## src/rtl/dtdma_pkg.sv

```systemverilog
`timescale 1ns/1ps
// Shared constants and types for the descriptor-table DMA controller.
// Assumes 32-bit register and memory data words.
package dtdma_pkg;
    localparam int DWORD_BITS   = 32;
    localparam int BEAT_BYTES   = DWORD_BITS / 8;
    localparam int DESC_STRIDE  = 8;
    localparam int DESC_CNT_OFS = 4;
    localparam int DESC_EOT_BIT = 31;

    localparam logic [1:0] REG_CMD  = 2'd0;
    localparam logic [1:0] REG_STAT = 2'd1;
    localparam logic [1:0] REG_TPTR = 2'd2;

    localparam int CMD_START_BIT = 0;
    localparam int CMD_DIR_BIT   = 1;
    localparam int ST_ACTIVE_BIT = 0;
    localparam int ST_ERR_BIT    = 1;
    localparam int ST_IRQ_BIT    = 2;

    typedef enum logic [1:0] {
        SQ_IDLE,
        SQ_FETCH_BASE,
        SQ_FETCH_CNT,
        SQ_MOVE
    } seq_state_e;
endpackage

```

## src/rtl/dtdma_regfile.sv

```systemverilog
`timescale 1ns/1ps
// Software-visible command, status and table-pointer registers.
// Assumes ADDR_W <= 32. Status set events take priority over a
// simultaneous write-1-to-clear.
module dtdma_regfile
    import dtdma_pkg::*;
#(
    parameter int ADDR_W = 32
) (
    input  logic              clk,
    input  logic              rst_n,
    input  logic              sw_wr,
    input  logic [1:0]        sw_addr,
    input  logic [31:0]       sw_wdata,
    output logic [31:0]       sw_rdata,
    input  logic              busy,
    input  logic              err_set,
    input  logic              dev_irq,
    output logic              cmd_start,
    output logic              cmd_dir,
    output logic              start_pulse,
    output logic [ADDR_W-1:0] tbl_ptr,
    output logic              err_flag,
    output logic              irq_flag
);
    logic wr_cmd, wr_stat, wr_tptr;
    logic [31:0] tp_wide;

    // Decode register write strobes.
    always_comb begin
        wr_cmd  = sw_wr && (sw_addr == REG_CMD);
        wr_stat = sw_wr && (sw_addr == REG_STAT);
        wr_tptr = sw_wr && (sw_addr == REG_TPTR);
    end

    // A transfer is launched only by a 0-to-1 write of the start bit.
    assign start_pulse = wr_cmd && sw_wdata[CMD_START_BIT] && !cmd_start;

    // Command register and word-aligned table pointer.
    always_ff @(posedge clk) begin
        if (!rst_n) begin
            cmd_start <= 1'b0;
            cmd_dir   <= 1'b0;
            tbl_ptr   <= '0;
        end else begin
            if (wr_cmd) begin
                cmd_start <= sw_wdata[CMD_START_BIT];
                cmd_dir   <= sw_wdata[CMD_DIR_BIT];
            end
            if (wr_tptr) begin
                tbl_ptr <= {sw_wdata[ADDR_W-1:2], 2'b00};
            end
        end
    end

    // Sticky status bits with write-1-to-clear.
    always_ff @(posedge clk) begin
        if (!rst_n) begin
            err_flag <= 1'b0;
            irq_flag <= 1'b0;
        end else begin
            if (err_set)
                err_flag <= 1'b1;
            else if (wr_stat && sw_wdata[ST_ERR_BIT])
                err_flag <= 1'b0;
            if (dev_irq)
                irq_flag <= 1'b1;
            else if (wr_stat && sw_wdata[ST_IRQ_BIT])
                irq_flag <= 1'b0;
        end
    end

    // Read-back multiplexer; hidden cursor registers are not mapped.
    always_comb begin
        tp_wide = '0;
        tp_wide[ADDR_W-1:0] = tbl_ptr;
        sw_rdata = '0;
        case (sw_addr)
            REG_CMD: begin
                sw_rdata[CMD_START_BIT] = cmd_start;
                sw_rdata[CMD_DIR_BIT]   = cmd_dir;
            end
            REG_STAT: begin
                sw_rdata[ST_ACTIVE_BIT] = busy;
                sw_rdata[ST_ERR_BIT]    = err_flag;
                sw_rdata[ST_IRQ_BIT]    = irq_flag;
            end
            REG_TPTR: sw_rdata = tp_wide;
            default:  sw_rdata = '0;
        endcase
    end
endmodule

```

## src/rtl/dtdma_cursor.sv

```systemverilog
`timescale 1ns/1ps
// Hidden current-address and current-count registers for the region
// being moved. The count is one bit wider than the descriptor field so
// that a zero field can stand for the full 2**CNT_W bytes.
module dtdma_cursor
    import dtdma_pkg::*;
#(
    parameter int ADDR_W = 32,
    parameter int CNT_W  = 16
) (
    input  logic              clk,
    input  logic              rst_n,
    input  logic              load_base,
    input  logic              load_cnt,
    input  logic              advance,
    input  logic [ADDR_W-1:1] base_in,
    input  logic [CNT_W-1:0]  cnt_in,
    input  logic              eot_in,
    output logic [ADDR_W-1:0] cur_addr,
    output logic              cur_eot,
    output logic              last_beat
);
    localparam int CW = CNT_W + 1;
    localparam logic [CW-1:0] BEAT_CW = CW'(BEAT_BYTES);
    localparam logic [CW-1:0] FULL_CW = {1'b1, {CNT_W{1'b0}}};

    logic [CW-1:0] cur_cnt;
    logic [CW-1:0] step;

    // Bytes moved by the next beat: a full word or the remainder.
    always_comb begin
        step      = (cur_cnt < BEAT_CW) ? cur_cnt : BEAT_CW;
        last_beat = (cur_cnt <= BEAT_CW);
    end

    // Load from descriptor words, then step per completed beat.
    always_ff @(posedge clk) begin
        if (!rst_n) begin
            cur_addr <= '0;
            cur_cnt  <= '0;
            cur_eot  <= 1'b0;
        end else begin
            if (load_base) begin
                cur_addr <= {base_in, 1'b0};
            end
            if (load_cnt) begin
                cur_cnt <= (cnt_in == '0) ? FULL_CW : {1'b0, cnt_in};
                cur_eot <= eot_in;
            end
            if (advance) begin
                cur_addr <= cur_addr + ADDR_W'(BEAT_BYTES);
                cur_cnt  <= cur_cnt - step;
            end
        end
    end
endmodule

```

## src/rtl/dtdma_seq.sv

```systemverilog
`timescale 1ns/1ps
// Descriptor sequencer: fetches the two words of each descriptor, runs
// the data phase, and walks the table until the end-of-table entry is
// used up. Clearing start or a memory error returns it to idle. A memory
// transaction completes in the cycle where request and grant are both high.
module dtdma_seq
    import dtdma_pkg::*;
#(
    parameter int ADDR_W = 32,
    parameter int WIN_W  = 16
) (
    input  logic              clk,
    input  logic              rst_n,
    input  logic              cmd_start,
    input  logic              cmd_dir,
    input  logic              start_pulse,
    input  logic [ADDR_W-1:0] tbl_ptr,
    input  logic [ADDR_W-1:0] cur_addr,
    input  logic              cur_eot,
    input  logic              last_beat,
    input  logic              mem_gnt,
    input  logic              mem_err,
    input  logic              dev_dreq,
    output logic              mem_req,
    output logic              mem_we,
    output logic [ADDR_W-1:0] mem_addr,
    output logic              dev_dack,
    output logic              busy,
    output logic              load_base,
    output logic              load_cnt,
    output logic              advance,
    output logic              err_set
);
    seq_state_e        state;
    logic [ADDR_W-1:0] desc_ptr;
    logic              done;

    // Add an offset inside the low WIN_W bits; upper bits are kept.
    function automatic logic [ADDR_W-1:0] win_add(input logic [ADDR_W-1:0] p,
                                                  input int ofs);
        logic [ADDR_W-1:0] r;
        r = p;
        r[WIN_W-1:0] = p[WIN_W-1:0] + WIN_W'(ofs);
        return r;
    endfunction

    // Memory request, address and per-cycle event decode.
    always_comb begin
        mem_req  = 1'b0;
        mem_we   = 1'b0;
        mem_addr = desc_ptr;
        case (state)
            SQ_FETCH_BASE: mem_req = cmd_start;
            SQ_FETCH_CNT: begin
                mem_req  = cmd_start;
                mem_addr = win_add(desc_ptr, DESC_CNT_OFS);
            end
            SQ_MOVE: begin
                mem_req  = cmd_start && dev_dreq;
                mem_we   = cmd_dir;
                mem_addr = cur_addr;
            end
            default: ;
        endcase
        done      = mem_req && mem_gnt;
        err_set   = done && mem_err;
        load_base = done && !mem_err && (state == SQ_FETCH_BASE);
        load_cnt  = done && !mem_err && (state == SQ_FETCH_CNT);
        advance   = done && !mem_err && (state == SQ_MOVE);
        dev_dack  = (state == SQ_MOVE);
        busy      = (state != SQ_IDLE);
    end

    // State progression and descriptor pointer update.
    always_ff @(posedge clk) begin
        if (!rst_n) begin
            state    <= SQ_IDLE;
            desc_ptr <= '0;
        end else if (state == SQ_IDLE) begin
            if (start_pulse) begin
                desc_ptr <= tbl_ptr;
                state    <= SQ_FETCH_BASE;
            end
        end else if (!cmd_start || err_set) begin
            state <= SQ_IDLE;
        end else if (load_base) begin
            state <= SQ_FETCH_CNT;
        end else if (load_cnt) begin
            state <= SQ_MOVE;
        end else if (advance && last_beat) begin
            if (cur_eot) begin
                state <= SQ_IDLE;
            end else begin
                desc_ptr <= win_add(desc_ptr, DESC_STRIDE);
                state    <= SQ_FETCH_BASE;
            end
        end
    end
endmodule

```

## src/rtl/dtdma_ctrl.sv

```systemverilog
`timescale 1ns/1ps
// Top of the descriptor-table DMA controller: register file, descriptor
// sequencer and hidden cursor. Assumes a single-cycle request/grant
// memory port whose read data and error are valid with the grant.
module dtdma_ctrl
    import dtdma_pkg::*;
#(
    parameter int ADDR_W = 32,
    parameter int CNT_W  = 16,
    parameter int WIN_W  = 16
) (
    input  logic              clk,
    input  logic              rst_n,
    input  logic              sw_wr,
    input  logic [1:0]        sw_addr,
    input  logic [31:0]       sw_wdata,
    output logic [31:0]       sw_rdata,
    output logic              mem_req,
    output logic              mem_we,
    output logic [ADDR_W-1:0] mem_addr,
    output logic [31:0]       mem_wdata,
    input  logic [31:0]       mem_rdata,
    input  logic              mem_gnt,
    input  logic              mem_err,
    input  logic              dev_dreq,
    output logic              dev_dack,
    input  logic [31:0]       dev_wdata,
    output logic [31:0]       dev_rdata,
    output logic              dev_beat,
    input  logic              dev_irq
);
    logic              cmd_start, cmd_dir, start_pulse;
    logic [ADDR_W-1:0] tbl_ptr;
    logic              err_flag, irq_flag, busy;
    logic              load_base, load_cnt, advance, err_set;
    logic [ADDR_W-1:0] cur_addr;
    logic              cur_eot, last_beat;

    dtdma_regfile #(.ADDR_W(ADDR_W)) u_regs (
        .clk(clk), .rst_n(rst_n),
        .sw_wr(sw_wr), .sw_addr(sw_addr), .sw_wdata(sw_wdata), .sw_rdata(sw_rdata),
        .busy(busy), .err_set(err_set), .dev_irq(dev_irq),
        .cmd_start(cmd_start), .cmd_dir(cmd_dir), .start_pulse(start_pulse),
        .tbl_ptr(tbl_ptr), .err_flag(err_flag), .irq_flag(irq_flag)
    );

    dtdma_seq #(.ADDR_W(ADDR_W), .WIN_W(WIN_W)) u_seq (
        .clk(clk), .rst_n(rst_n),
        .cmd_start(cmd_start), .cmd_dir(cmd_dir), .start_pulse(start_pulse),
        .tbl_ptr(tbl_ptr), .cur_addr(cur_addr), .cur_eot(cur_eot), .last_beat(last_beat),
        .mem_gnt(mem_gnt), .mem_err(mem_err), .dev_dreq(dev_dreq),
        .mem_req(mem_req), .mem_we(mem_we), .mem_addr(mem_addr),
        .dev_dack(dev_dack), .busy(busy),
        .load_base(load_base), .load_cnt(load_cnt), .advance(advance), .err_set(err_set)
    );

    dtdma_cursor #(.ADDR_W(ADDR_W), .CNT_W(CNT_W)) u_cursor (
        .clk(clk), .rst_n(rst_n),
        .load_base(load_base), .load_cnt(load_cnt), .advance(advance),
        .base_in(mem_rdata[ADDR_W-1:1]), .cnt_in(mem_rdata[CNT_W-1:0]),
        .eot_in(mem_rdata[DESC_EOT_BIT]),
        .cur_addr(cur_addr), .cur_eot(cur_eot), .last_beat(last_beat)
    );

    // Data paths between device and memory port.
    assign mem_wdata = mem_we ? dev_wdata : '0;
    assign dev_rdata = mem_rdata;
    assign dev_beat  = advance;
endmodule

```

## config.mk

```make
export PLATFORM = sky130hd
export DESIGN_NAME = dtdma_ctrl
export DESIGN_NICKNAME = d
export VERILOG_FILES = /design/src/rtl/dtdma_pkg.sv /design/src/rtl/dtdma_regfile.sv /design/src/rtl/dtdma_cursor.sv /design/src/rtl/dtdma_seq.sv /design/src/rtl/dtdma_ctrl.sv
export SDC_FILE = /design/constraint.sdc
export NUM_CORES = 1
export LEC_CHECK = 0
export BUFFER_PORTS_ARGS = -buffer_cell sky130_fd_sc_hd__buf_2
export CAP_MARGIN = 20
export CORE_MARGIN = 2
export CORE_UTILIZATION = 30
export CTS_BUF_LIST = sky130_fd_sc_hd__clkbuf_4 sky130_fd_sc_hd__clkbuf_8 sky130_fd_sc_hd__clkbuf_16
export CTS_CLUSTER_SIZE = 28
export DETAILED_ROUTE_END_ITERATION = 6
export REMOVE_ABC_BUFFERS = 1
export SETUP_SLACK_MARGIN = 0.1
export SYNTH_ARGS = -nofsm -noshare
export SYNTH_HDL_FRONTEND = slang
export SYNTH_SLANG_ARGS = --single-unit
```

## constraint.sdc

```tcl
create_clock -name clk -period 2.69 [get_ports clk]
set_input_delay 0.269 -clock clk [delete_from_list [all_inputs] [get_ports clk]]
set_output_delay 0.269 -clock clk [all_outputs]
set_load 0.03 [all_outputs]
```

==> qor.txt <==
status = finished clean
Synth Register Bits = 115
initial antenna violation count = 1
Final min period = 2.56 ns
pin count of the biggest net entering global routing = 36
sequential-to-total area share from yosys stat = 31.9%
Core ar. = 23500 sq um
synthesized instance count = 971
Final Max Slew Viols = 0
routability congestion estimate = 0.900
Synth top area share = 31.9%
Hold Crit Start = dev_irq
Most used DFF post-synth = dfxtp_1
Mapped Avg Cell Area = 7.44 sq um
Post-Place Worst Slack = -0.0101 ns
vias in the first global route = 7390
top cells by area, synth = dfxtp_1 (32%), nand2_1 (9.1%), a21oi_1 (6.4%), and3_1 (3.7%), buf_4 (3.5%)
number of library cell types mapped by synthesis = 74
TritonCTS clock tree = built
cell chain of the critical path = ha_4, nand4_1, or4_4, nor3_2, a21oi_1, o311ai_2, buf_4
Die X-Extent = 159 microns
Fin. Hold Viols = 0
Max Cap Viol = 0
buffers added on ports = 235
Root Driver = clkbuf_16
die area = 25300 sq um
Initial Util = 30.7%
WP data required = 2.42 ns
placed cell areas = 8650 sq um
Pleak = 0.00393 uW
arrival time of the worst setup path = 2.29 ns
PwrDens = 468 nW/um^2
worst slew pin tran = 0.879 ns
f_max = 391 MHz
CP Launch Type = register
layout cells sized above 1 = 31.0%
unrepaired setup endpoints after global routing = yes
clk buf depth = 2
max incr delay on CP = 0.62 ns
antenna violation net count after detailed routing = 0
Site Rows = 56
Setup crit start = u_seq.desc_ptr[3]
via count = 7982
grt total ovfl = 0
CP delay by family, top = simple AND/OR/NAND/NOR gates
first-pass GRT wire length = 39900 microns
Post-synth ARST share = 0%
R2R setup slack = 0.14 ns
element type at the critical path end = output port
Via density = 5.29
YS warnings = 0
Remaining DRCs = 0
Top Ports = 237
worst hold path type = primary input to register
Routed WL = 25500 microns
fin crit share = 95.1%
Buf/Inv on CP = 1
CTS clock-pin slew for the worst setup and hold paths = 0.06 ns
count leader, synth = nand2_1
fill count = 2486
Relative slew margins = 41.4%
ant diodes = 0
cell area after synthesis = 7220 sq um
clock latency on the worst-skew pair = 0.42 ns
CTS Buf Count = 17
Slowest cell on crit path = or4_4
CTS Sinks = 115
GRT Total Usage = 19.3%
Final Util = 40.3%
DP Wirelength = 18700 microns
Wirelength per Cell = 16.9 microns
maximum vdd drop = 0.364 mV
H-tree Lvls = 4
Synth top cells by count = nand2_1 (176), dfxtp_1 (115), a21oi_1 (93)
Design Area, Final = 9500 sq um
synthesis-to-layout area growth = 31.5%
drt pass-1 iters = 5
final hold slack = 0.0582 ns
crit-path max FO = 5
DRT iter0 DRCs = 566
Net count, final = 1292
crit path kind = register to output port
Die Span Y = 159 microns
Fin Clk Skew = 0.0127 ns
r2r startpoint = u_cursor.cur_cnt[6]
largest area contributor in the netlist = dfxtp_1
count of flip-flops with a built-in enable after synthesis = 0
final setup fails = 0
# hold bufs at CTS = 0
Worst Slack Setup Final = 0.132 ns
worst min-delay path: stages:
cell     delay [ns]
buf_2          0.07
a21oi_1        0.03
nor2_1         0.07
layer usage:
metal / track usage [%] / vias to the layer above / share of wire, %
li1: - / 3945 / -
met1: 25.7 / 3712 / 46
met2: 31.4 / 279 / 46
met3: 4.53 / 44 / 5.8
met4: 5.33 / 2 / 1.9
met5: 0 / - / 0.051
kinds of logic after synthesis:
| family | share of synthesized area [%] |
|---|---|
| muxes | 0.572 |
| DFF | 31.9 |
| AOI/OAI and AO/OA | 26.0 |
| adders and majority gates | 1.91 |
| buffers and inverters | 8.35 |
| xor gates and xnor gates | 1.33 |
| other | 0.104 |
| and+or+nand+nor | 29.9 |
worst paths after layout:
| path | depth (start not counted) | to |
|---|---|---|
| worst min register to register | 2 | u_seq.desc_ptr[20] |
| worst min-delay path | 3 | u_regs.irq_flag |
| worst max register to register | 10 | u_cursor.cur_cnt[10] |
| worst max-delay path | 7 | mem_addr[15] |
where the power goes:
group	leakage [uW]	switching, uW	internal (uW)	total (uW)
logic	0.00271	239	127	366
clock network	0.000291	919	1410	2330
registers	0.000933	22.5	1720	1740
through the flow:
step                cells  setup TNS (ns)  total power [uW]
detailed placement   1468         -0.0101              2150
floorplan             867          -55.93              1900
global route         1508               0              4580
CTS                  1502               0              4480
finish               1508               0              4440
global placement     1468               0              2140
area by class of cell:
| type | count | area (sq um) | area share, % |
|---|---|---|---|
| Clock buffer | 18 | 439 | 4.63 |
| Clock inverter | 14 | 165 | 1.74 |
| Inverter | 22 | 86.3 | 0.909 |
| Multi-Input combinational cell | 730 | 4440 | 46.8 |
| Sequential cell | 115 | 2320 | 24.4 |
| Tap cell | 319 | 399 | 4.20 |
| Timing Repair Buffer | 290 | 1650 | 17.3 |
cell usage in the layout, fill, tap and decap left out, types with 17 or more instances in the layout:
cell type / Yosys / routed
a22o_1: 21 / 21
nand2_1: 176 / 175
nor3_1: 25 / 23
clkbuf_16: 0 / 17
buf_2: 2 / 228
and3_1: 43 / 43
nor2_1: 28 / 27
buf_4: 34 / 54
nand3_1: 36 / 34
a22oi_1: 18 / 18
inv_1: 21 / 20
o21ai_0: 34 / 31
and2_1: 35 / 35
a21oi_1: 93 / 92
dfxtp_1: 115 / 108
nand4_1: 19 / 19
state kept, by name, indices dropped and copies added (netlist names):
signal and count:
u_seq.state 2, u_regs.cmd_start 1, u_regs.irq_flag 1, u_cursor.cur_addr 31, u_regs.tbl_ptr 30, u_regs.cmd_dir 1
u_seq.desc_ptr 30, u_cursor.cur_eot 1, u_cursor.cur_cnt 17, u_regs.err_flag 1
timing repair:
action,CTS,global route
pin swaps,1,10
gates resized for setup,25,33
endpoints found under the hold margin,0,0
setup buffers,2,6
endpoints found under the setup margin,14,40
No activity file was read; power rests on OpenSTA's default activity.
